`src/rtl/fpm_pkg.sv`:
```
package fpm_pkg;
  // Memory timing limits in nanoseconds
  localparam int NS_RCD  = 20;   // RAS fall to CAS fall, minimum
  localparam int NS_RAH  = 10;   // row address hold after RAS fall
  localparam int NS_RAC  = 60;   // access from RAS
  localparam int NS_CAC  = 15;   // access from CAS
  localparam int NS_AA   = 30;   // access from column address
  localparam int NS_CASW = 15;   // CAS low width
  localparam int NS_CP   = 10;   // CAS high width in page mode
  localparam int NS_PC   = 40;   // page column cycle
  localparam int NS_RP   = 40;   // RAS precharge
  localparam int NS_RC   = 110;  // random cycle
  localparam int NS_DH   = 10;   // data / column hold after CAS fall

  typedef enum logic [2:0] {
    ST_IDLE, ST_RCD, ST_COL, ST_CASL, ST_OPEN, ST_PRE, ST_GNT
  } seq_st_t;

  function automatic int cyc(input int ns, input int clk_ns);
    return (ns + clk_ns - 1) / clk_ns;
  endfunction

  function automatic int imax(input int a, input int b);
    return (a > b) ? a : b;
  endfunction
endpackage

```
`src/rtl/fpm_row_track.sv`:
```
module fpm_row_track #(
  parameter int ROW_W = 13
) (
  input  logic             clk,
  input  logic             rst_n,
  input  logic             load,
  input  logic             clr,
  input  logic [ROW_W-1:0] load_row,
  input  logic [ROW_W-1:0] cmp_row,
  output logic [ROW_W-1:0] open_row,
  output logic             hit
);
  logic             vld_q;
  logic [ROW_W-1:0] row_q;

  always_ff @(posedge clk or negedge rst_n) begin
    if (!rst_n) begin
      vld_q <= 1'b0;
      row_q <= '0;
    end else if (load) begin
      vld_q <= 1'b1;
      row_q <= load_row;
    end else if (clr) begin
      vld_q <= 1'b0;
    end
  end

  assign open_row = row_q;
  assign hit      = vld_q && (cmp_row == row_q);
endmodule

```
`src/rtl/fpm_open_timer.sv`:
```
module fpm_open_timer #(
  parameter int LIM   = 4000,
  parameter int CNT_W = $clog2(LIM + 1)
) (
  input  logic clk,
  input  logic rst_n,
  input  logic row_open,
  output logic expired
);
  logic [CNT_W-1:0] cnt_q, cnt_d;

  always_comb begin
    if (!row_open)                cnt_d = '0;
    else if (cnt_q != CNT_W'(LIM)) cnt_d = cnt_q + 1'b1;
    else                          cnt_d = cnt_q;
  end

  always_ff @(posedge clk or negedge rst_n) begin
    if (!rst_n) cnt_q <= '0;
    else        cnt_q <= cnt_d;
  end

  assign expired = (cnt_q == CNT_W'(LIM));
endmodule

```
`src/rtl/fpm_seq.sv`:
```
module fpm_seq
  import fpm_pkg::*;
#(
  parameter int COL_W  = 11,
  parameter int DATA_W = 4,
  parameter int C_RCD  = 1,
  parameter int C_COL  = 1,
  parameter int C_CASL = 1,
  parameter int C_RP   = 3,
  parameter int DLY_W  = 2
) (
  input  logic              clk,
  input  logic              rst_n,
  input  logic              req_valid,
  input  logic              req_we,
  input  logic [COL_W-1:0]  req_col,
  input  logic [DATA_W-1:0] req_wdata,
  input  logic              row_hit,
  input  logic              open_expired,
  input  logic              ref_req,
  input  logic [DATA_W-1:0] dq_i,
  output logic              req_ready,
  output logic              load_row,
  output logic              clr_row,
  output logic              row_open,
  output logic              sel_row,
  output logic [COL_W-1:0]  col,
  output logic              ras_n,
  output logic              cas_n,
  output logic              we_n,
  output logic              oe_n,
  output logic              dq_oe,
  output logic [DATA_W-1:0] dq_o,
  output logic              rsp_valid,
  output logic [DATA_W-1:0] rsp_rdata,
  output logic              ref_gnt
);
  seq_st_t           st_q, st_d;
  logic [DLY_W-1:0]  dly_q, dly_d;
  logic [COL_W-1:0]  col_q;
  logic              we_q;
  logic [DATA_W-1:0] wd_q, rd_q;
  logic              rv_q;
  logic              acc, sample, xfer;

  always_comb begin
    req_ready = ((st_q == ST_IDLE) && !ref_req) ||
                ((st_q == ST_OPEN) && row_hit && !open_expired && !ref_req);
    acc   = req_valid && req_ready;
    st_d  = st_q;
    dly_d = (dly_q != '0) ? dly_q - 1'b1 : '0;
    case (st_q)
      ST_IDLE: if (ref_req) st_d = ST_GNT;
               else if (acc) begin st_d = ST_RCD; dly_d = DLY_W'(C_RCD - 1); end
      ST_RCD:  if (dly_q == '0) begin st_d = ST_COL; dly_d = DLY_W'(C_COL - 1); end
      ST_COL:  if (dly_q == '0) begin st_d = ST_CASL; dly_d = DLY_W'(C_CASL - 1); end
      ST_CASL: if (dly_q == '0) st_d = ST_OPEN;
      ST_OPEN: if (acc) begin st_d = ST_COL; dly_d = DLY_W'(C_COL - 1); end
               else if (ref_req || open_expired || req_valid) begin
                 st_d = ST_PRE; dly_d = DLY_W'(C_RP - 1);
               end
      ST_PRE:  if (dly_q == '0) st_d = ST_IDLE;
      ST_GNT:  if (!ref_req) begin st_d = ST_PRE; dly_d = DLY_W'(C_RP - 1); end
      default: st_d = ST_IDLE;
    endcase
  end

  assign sample = (st_q == ST_CASL) && (dly_q == '0) && !we_q;

  always_ff @(posedge clk or negedge rst_n) begin
    if (!rst_n) begin
      st_q  <= ST_IDLE;
      dly_q <= '0;
      col_q <= '0;
      we_q  <= 1'b0;
      wd_q  <= '0;
      rv_q  <= 1'b0;
      rd_q  <= '0;
    end else begin
      st_q  <= st_d;
      dly_q <= dly_d;
      rv_q  <= sample;
      if (acc) begin
        col_q <= req_col;
        we_q  <= req_we;
        wd_q  <= req_wdata;
      end
      if (sample) rd_q <= dq_i;
    end
  end

  assign row_open  = (st_q == ST_RCD) || (st_q == ST_COL) ||
                     (st_q == ST_CASL) || (st_q == ST_OPEN);
  assign xfer      = (st_q == ST_COL) || (st_q == ST_CASL);
  assign load_row  = acc && (st_q == ST_IDLE);
  assign clr_row   = (st_q == ST_PRE);
  assign sel_row   = (st_q == ST_RCD);
  assign col       = col_q;
  assign ras_n     = !row_open;
  assign cas_n     = (st_q != ST_CASL);
  assign we_n      = !(xfer && we_q);
  assign oe_n      = !(xfer && !we_q);
  assign dq_oe     = xfer && we_q;
  assign dq_o      = wd_q;
  assign rsp_valid = rv_q;
  assign rsp_rdata = rd_q;
  assign ref_gnt   = (st_q == ST_GNT);
endmodule

```
`src/rtl/fpm_dram_ctrl.sv`:
```
module fpm_dram_ctrl
  import fpm_pkg::*;
#(
  parameter int CLK_NS     = 20,
  parameter int RAS_MAX_NS = 100000,
  parameter int ROW_W      = 13,
  parameter int COL_W      = 11,
  parameter int DATA_W     = 4
) (
  input  logic                   clk,
  input  logic                   rst_n,
  input  logic                   req_valid,
  output logic                   req_ready,
  input  logic                   req_we,
  input  logic [ROW_W+COL_W-1:0] req_addr,
  input  logic [DATA_W-1:0]      req_wdata,
  output logic                   rsp_valid,
  output logic [DATA_W-1:0]      rsp_rdata,
  input  logic                   ref_req,
  output logic                   ref_gnt,
  output logic [ROW_W-1:0]       dram_addr,
  output logic                   dram_ras_n,
  output logic                   dram_cas_n,
  output logic                   dram_we_n,
  output logic                   dram_oe_n,
  output logic [DATA_W-1:0]      dram_dq_o,
  output logic                   dram_dq_oe,
  input  logic [DATA_W-1:0]      dram_dq_i
);
  localparam int C_CASL = imax(imax(cyc(NS_CAC, CLK_NS), cyc(NS_AA, CLK_NS) - 1),
                               imax(imax(cyc(NS_DH, CLK_NS), cyc(NS_CASW, CLK_NS)), 1));
  localparam int C_COL  = imax(imax(1, cyc(NS_CP, CLK_NS)), cyc(NS_PC, CLK_NS) - C_CASL);
  localparam int C_RCD  = imax(imax(cyc(NS_RCD, CLK_NS), cyc(NS_RAH, CLK_NS)),
                               cyc(NS_RAC, CLK_NS) - C_COL - C_CASL);
  localparam int C_RP   = imax(cyc(NS_RP, CLK_NS), cyc(NS_RC, CLK_NS) - C_RCD - C_COL - C_CASL);
  localparam int C_MAXD = imax(imax(C_RCD, C_COL), imax(C_CASL, C_RP));
  localparam int DLY_W  = imax($clog2(C_MAXD + 1), 1);
  localparam int RAS_MAX_CYC = RAS_MAX_NS / CLK_NS;
  localparam int C_OPEN_LIM  = RAS_MAX_CYC - C_COL - C_CASL - 2;

  logic [1:0]       rs_q;
  logic             rst_i_n;
  logic [ROW_W-1:0] open_row;
  logic [COL_W-1:0] col;
  logic             hit, expired, load_row, clr_row, row_open, sel_row;

  // reset asserts at once, releases on the clock
  always_ff @(posedge clk or negedge rst_n) begin
    if (!rst_n) rs_q <= 2'b00;
    else        rs_q <= {rs_q[0], 1'b1};
  end
  assign rst_i_n = rs_q[1];

  fpm_row_track #(.ROW_W(ROW_W)) u_track (
    .clk(clk), .rst_n(rst_i_n), .load(load_row), .clr(clr_row),
    .load_row(req_addr[ROW_W+COL_W-1:COL_W]), .cmp_row(req_addr[ROW_W+COL_W-1:COL_W]),
    .open_row(open_row), .hit(hit)
  );

  fpm_open_timer #(.LIM(C_OPEN_LIM)) u_timer (
    .clk(clk), .rst_n(rst_i_n), .row_open(row_open), .expired(expired)
  );

  fpm_seq #(
    .COL_W(COL_W), .DATA_W(DATA_W), .C_RCD(C_RCD), .C_COL(C_COL),
    .C_CASL(C_CASL), .C_RP(C_RP), .DLY_W(DLY_W)
  ) u_seq (
    .clk(clk), .rst_n(rst_i_n), .req_valid(req_valid), .req_we(req_we),
    .req_col(req_addr[COL_W-1:0]), .req_wdata(req_wdata), .row_hit(hit),
    .open_expired(expired), .ref_req(ref_req), .dq_i(dram_dq_i),
    .req_ready(req_ready), .load_row(load_row), .clr_row(clr_row),
    .row_open(row_open), .sel_row(sel_row), .col(col),
    .ras_n(dram_ras_n), .cas_n(dram_cas_n), .we_n(dram_we_n), .oe_n(dram_oe_n),
    .dq_oe(dram_dq_oe), .dq_o(dram_dq_o), .rsp_valid(rsp_valid),
    .rsp_rdata(rsp_rdata), .ref_gnt(ref_gnt)
  );

  assign dram_addr = sel_row ? open_row : {{(ROW_W-COL_W){1'b0}}, col};
endmodule

```
`config.mk`:
```
export PLATFORM = sky130hd
export DESIGN_NAME = fpm_dram_ctrl
export DESIGN_NICKNAME = d
export VERILOG_FILES = /design/src/rtl/fpm_pkg.sv /design/src/rtl/fpm_row_track.sv /design/src/rtl/fpm_open_timer.sv /design/src/rtl/fpm_seq.sv /design/src/rtl/fpm_dram_ctrl.sv
export SDC_FILE = /design/constraint.sdc
export NUM_CORES = 1
export LEC_CHECK = 0
export BUFFER_PORTS_ARGS = -buffer_cell sky130_fd_sc_hd__buf_4
export CORE_ASPECT_RATIO = 1.5
export CORE_MARGIN = 2
export CORE_UTILIZATION = 55
export CTS_CLUSTER_SIZE = 40
export DETAILED_ROUTE_END_ITERATION = 6
export PLACE_DENSITY = 0.81
export SLEW_MARGIN = 20
export SYNTH_ARGS = -nofsm -noshare
export SYNTH_HDL_FRONTEND = slang
export SYNTH_SLANG_ARGS = --single-unit
```
`constraint.sdc`:
```
create_clock -name clk -period 3.8 [get_ports clk]
set_input_delay 0.76 -clock clk [delete_from_list [all_inputs] [get_ports clk]]
set_output_delay 0.76 -clock clk [all_outputs]
set_load 0.005 [all_outputs]
```
==> impl_metrics.tcl <==
set metrics [dict create \
    finalSetupViolations 0 \
    relSlewSlack 0.5663 \
    antenna_found_initial 0 \
    drt_iter0_drc 156 \
    num_vias 2027 \
    post-route-min-period_ps 3263 \
    path_cells "inv_1, ha_1, or4b_4, nor3_4, nand4b_1, o21ai_0, and2_1, buf_4" \
    p_clk_frac 0.136 \
    dp.cells 366 \
    antenna_cells 0 \
    synth_area_mm2 0.002804 \
    yosysMostFrequentCell "dfrtp_1" \
    p_switching_mw 0.7834 \
    rsz0062_at_grt "no" \
    yosysTopAreaCell "dfrtp_1" \
    final-hold-violation-count 0 \
    cap_viol_max_count 0 \
    p_seq_frac 0.432 \
    routed_via_density 5.420 \
    nets 346 \
    dieArea_mm2 0.005697 \
    netlist_instances 242 \
    drv_slew 0 \
    detail_route.wl_per_cell_um 14.65 \
    path_buf_inv 2 \
    drtPass1Iterations 4 \
    netSwitchingFraction 0.3353 \
    critPathArrivalTime_ps 2500 \
    rows 31 \
    route.detailed.drc 0 \
    intPower_mw 1.553 \
    ys_seq_area_frac 0.4909 \
    syn_avg_cell_area_um2 11.59 \
    period_share 0.8586 \
    cts_tree "done" \
    worstPathRequired_ps 3040 \
    comb_power_share 0.433 \
    ys.warnings.count 0 \
    globalplace.congestion 0.8258 \
    io_pins 66 \
    power_density_mw_per_mm2 679.8 \
    path_max_fanout 8 \
    critPathTopFamily "simple AND/OR/NAND/NOR gates" \
    fmax_mhz 306.5 \
    track_usage 0.2067 \
    worst_pin_slew_ps 650.6 \
    worst_path_max_delay_cell "or4b_4" \
    wl_mm 5.480 \
    synth_top_area_share 0.4909 \
    fin_cells 374 \
    worstSetupPathType "register to primary output" \
    place_ws_ps 857.7 \
    max-vdd-ir-drop_v 0.0003722 \
    rrSetupSlack_ps 1260 \
    r2r_cells 8 \
    postRouteAntennaNets 0 \
    synth-main-ff-cell "dfrtp_1" \
    synth_edf_count 0 \
    cp-start-kind "register" \
    synth_commonest_cells "dfrtp_1 (55), mux2_2 (35), nor2_1 (21)" \
    worstSkewPairLatency_ps 310 \
    status "finished, final reports clean" \
    reg2reg_from "u_timer.cnt_q[0]" \
    postCtsSetupBuffers 0 \
    yosysUniqueCellTypes 43 \
    ctsHtreeMaxLevel 2 \
    hp-class "input pin to async pin" \
    cts.sinks 55 \
    core_area_mm2 0.004887 \
    r2r-end "u_seq.col[8]" \
    area_growth_pct 22.58 \
    tns_ps 0 \
    cp-end-kind "primary output" \
    grt_pass1_wl_mm 9.321 \
    synth_area_leaders "dfrtp_1 (49%), mux2_2 (14%), mux2_4 (5.4%), xor2_1 (5.0%), nor2_1 (2.8%)" \
    port_buffers 65 \
    ctsResizeCount 0 \
    grt_max_degree 54 \
    dp_hpwl_mm 4.073 \
    ys_ff_latch 55 \
    clockBufferDepth 2 \
    drive_above_1_share 0.4156 \
    cpPeakStageDelay_ps 470 \
    synth_fp_nets 281 \
    die_width_um 62.30 \
    clkTransAtPathRegs_ps 100 \
    start_util 0.5737 \
    grt_overflow 0 \
    skew_ps 9.018 \
    p_leak_nw 1.614 \
    setup_ws_ps 537.3 \
    synthArstFlopShare 1.000 \
    die_h_um 91.45 \
    grt_pass1_vias 2025 \
    numCtsBuffers 5 \
    hold_buffers 0 \
    root_buffer "clkbuf_8" \
]
-- cells by family (layout without fill, tap and decap cells) --
kind of cell | Yosys count | after routing | synth area share
xor+xnor | 24 | 24 | 0.07497
flops | 55 | 55 | 0.4909
other cells | 1 | 1 | 0.001337
mux | 46 | 46 | 0.1977
fa+ha+maj | 2 | 2 | 0.008923
compound gates | 21 | 21 | 0.05310
buf+inv | 17 | 83 | 0.02588
simple gates | 76 | 76 | 0.1473
-- layer usage --
layer  global-route usage  vias up  wire (um)
met4              0.08889        0        131
li1                     -      972          -
met3              0.03346       11        200
met5                    0        -          0
met2               0.3632       50       2931
met1               0.2498      994       2216
-- layout by cell type, fill, tap and decap left out, drive strengths merged, types with 4 or more instances in the layout --
cell type,count
and3,6
buf,68
clkbuf,6
dfrtp,55
inv,7
mux2,45
nand2,10
nand3,8
nor2,21
nor3,7
nor4,4
o21ai,7
xnor2,8
xor2,16
-- power groups by stage --
stage / sequential, mW / clock (mW) / combinational [mW]
detailed placement: 1.02 / 0 / 1.03
CTS: 1.01 / 0.328 / 1.03
global placement: 1.01 / 0 / 1.01
floorplan: 0.943 / 0 / 0.689
global route: 1.04 / 0.352 / 1.11
finish: 1.01 / 0.317 / 1.01
-- cell type report --
type                       count  area, um^2
inverter                       7       26.28
timing repair buffer          68       510.5
multi-input combinational    170        1355
tap                           66       82.58
sequential                    55        1378
clock inverter                 2       12.51
clock buffer                   6       72.57
fill                         422        1450
-- worst max-delay path by stage --
stage	slack, ps	cells past startpoint	from	endpoint
after floorplan	1170	7	u_timer.cnt_q[0]	req_ready
after global placement	920	8	u_timer.cnt_q[0]	req_ready
after detailed placement	860	8	u_timer.cnt_q[0]	req_ready
after CTS	510	8	u_timer.cnt_q[0]	req_ready
after global routing	370	8	u_timer.cnt_q[0]	req_ready
final	540	8	u_timer.cnt_q[0]	req_ready
-- sequential cells by signal (all words and copies together) (netlist names) --
signal / count
u_seq.st_q: 3
u_seq.col: 11
u_timer.cnt_q: 13
u_seq.dq_o: 4
u_track.open_row: 13
u_seq.we_q: 1
u_seq.rsp_valid: 1
u_seq.dly_q: 2
u_track.vld_q: 1
rs_q: 2
u_seq.rsp_rdata: 4
-- through the flow --
step | cell area (um^2) | power (mW) | util | hold slack (ps)
finish | 3437 | 2.336 | 0.7033 | 219.1
global placement | 3352 | 2.014 | 0.6859 | 336.7
CTS | 3437 | 2.364 | 0.7033 | 209.1
floorplan | 2804 | 1.632 | - | 331.2
global route | 3437 | 2.506 | 0.7033 | 198.8
detailed placement | 3352 | 2.042 | 0.6859 | 353.6
-- worst reg2reg max path, cell delays in order (launching register included) --
cell and delay (ps):
dfrtp_1 430, inv_1 100, ha_1 150, or4b_4 470
nor3_4 360, nand4b_1 250, o31ai_4 90, buf_4 250
mux2_4 320
Note: power is estimated with default switching activity, not from simulation.
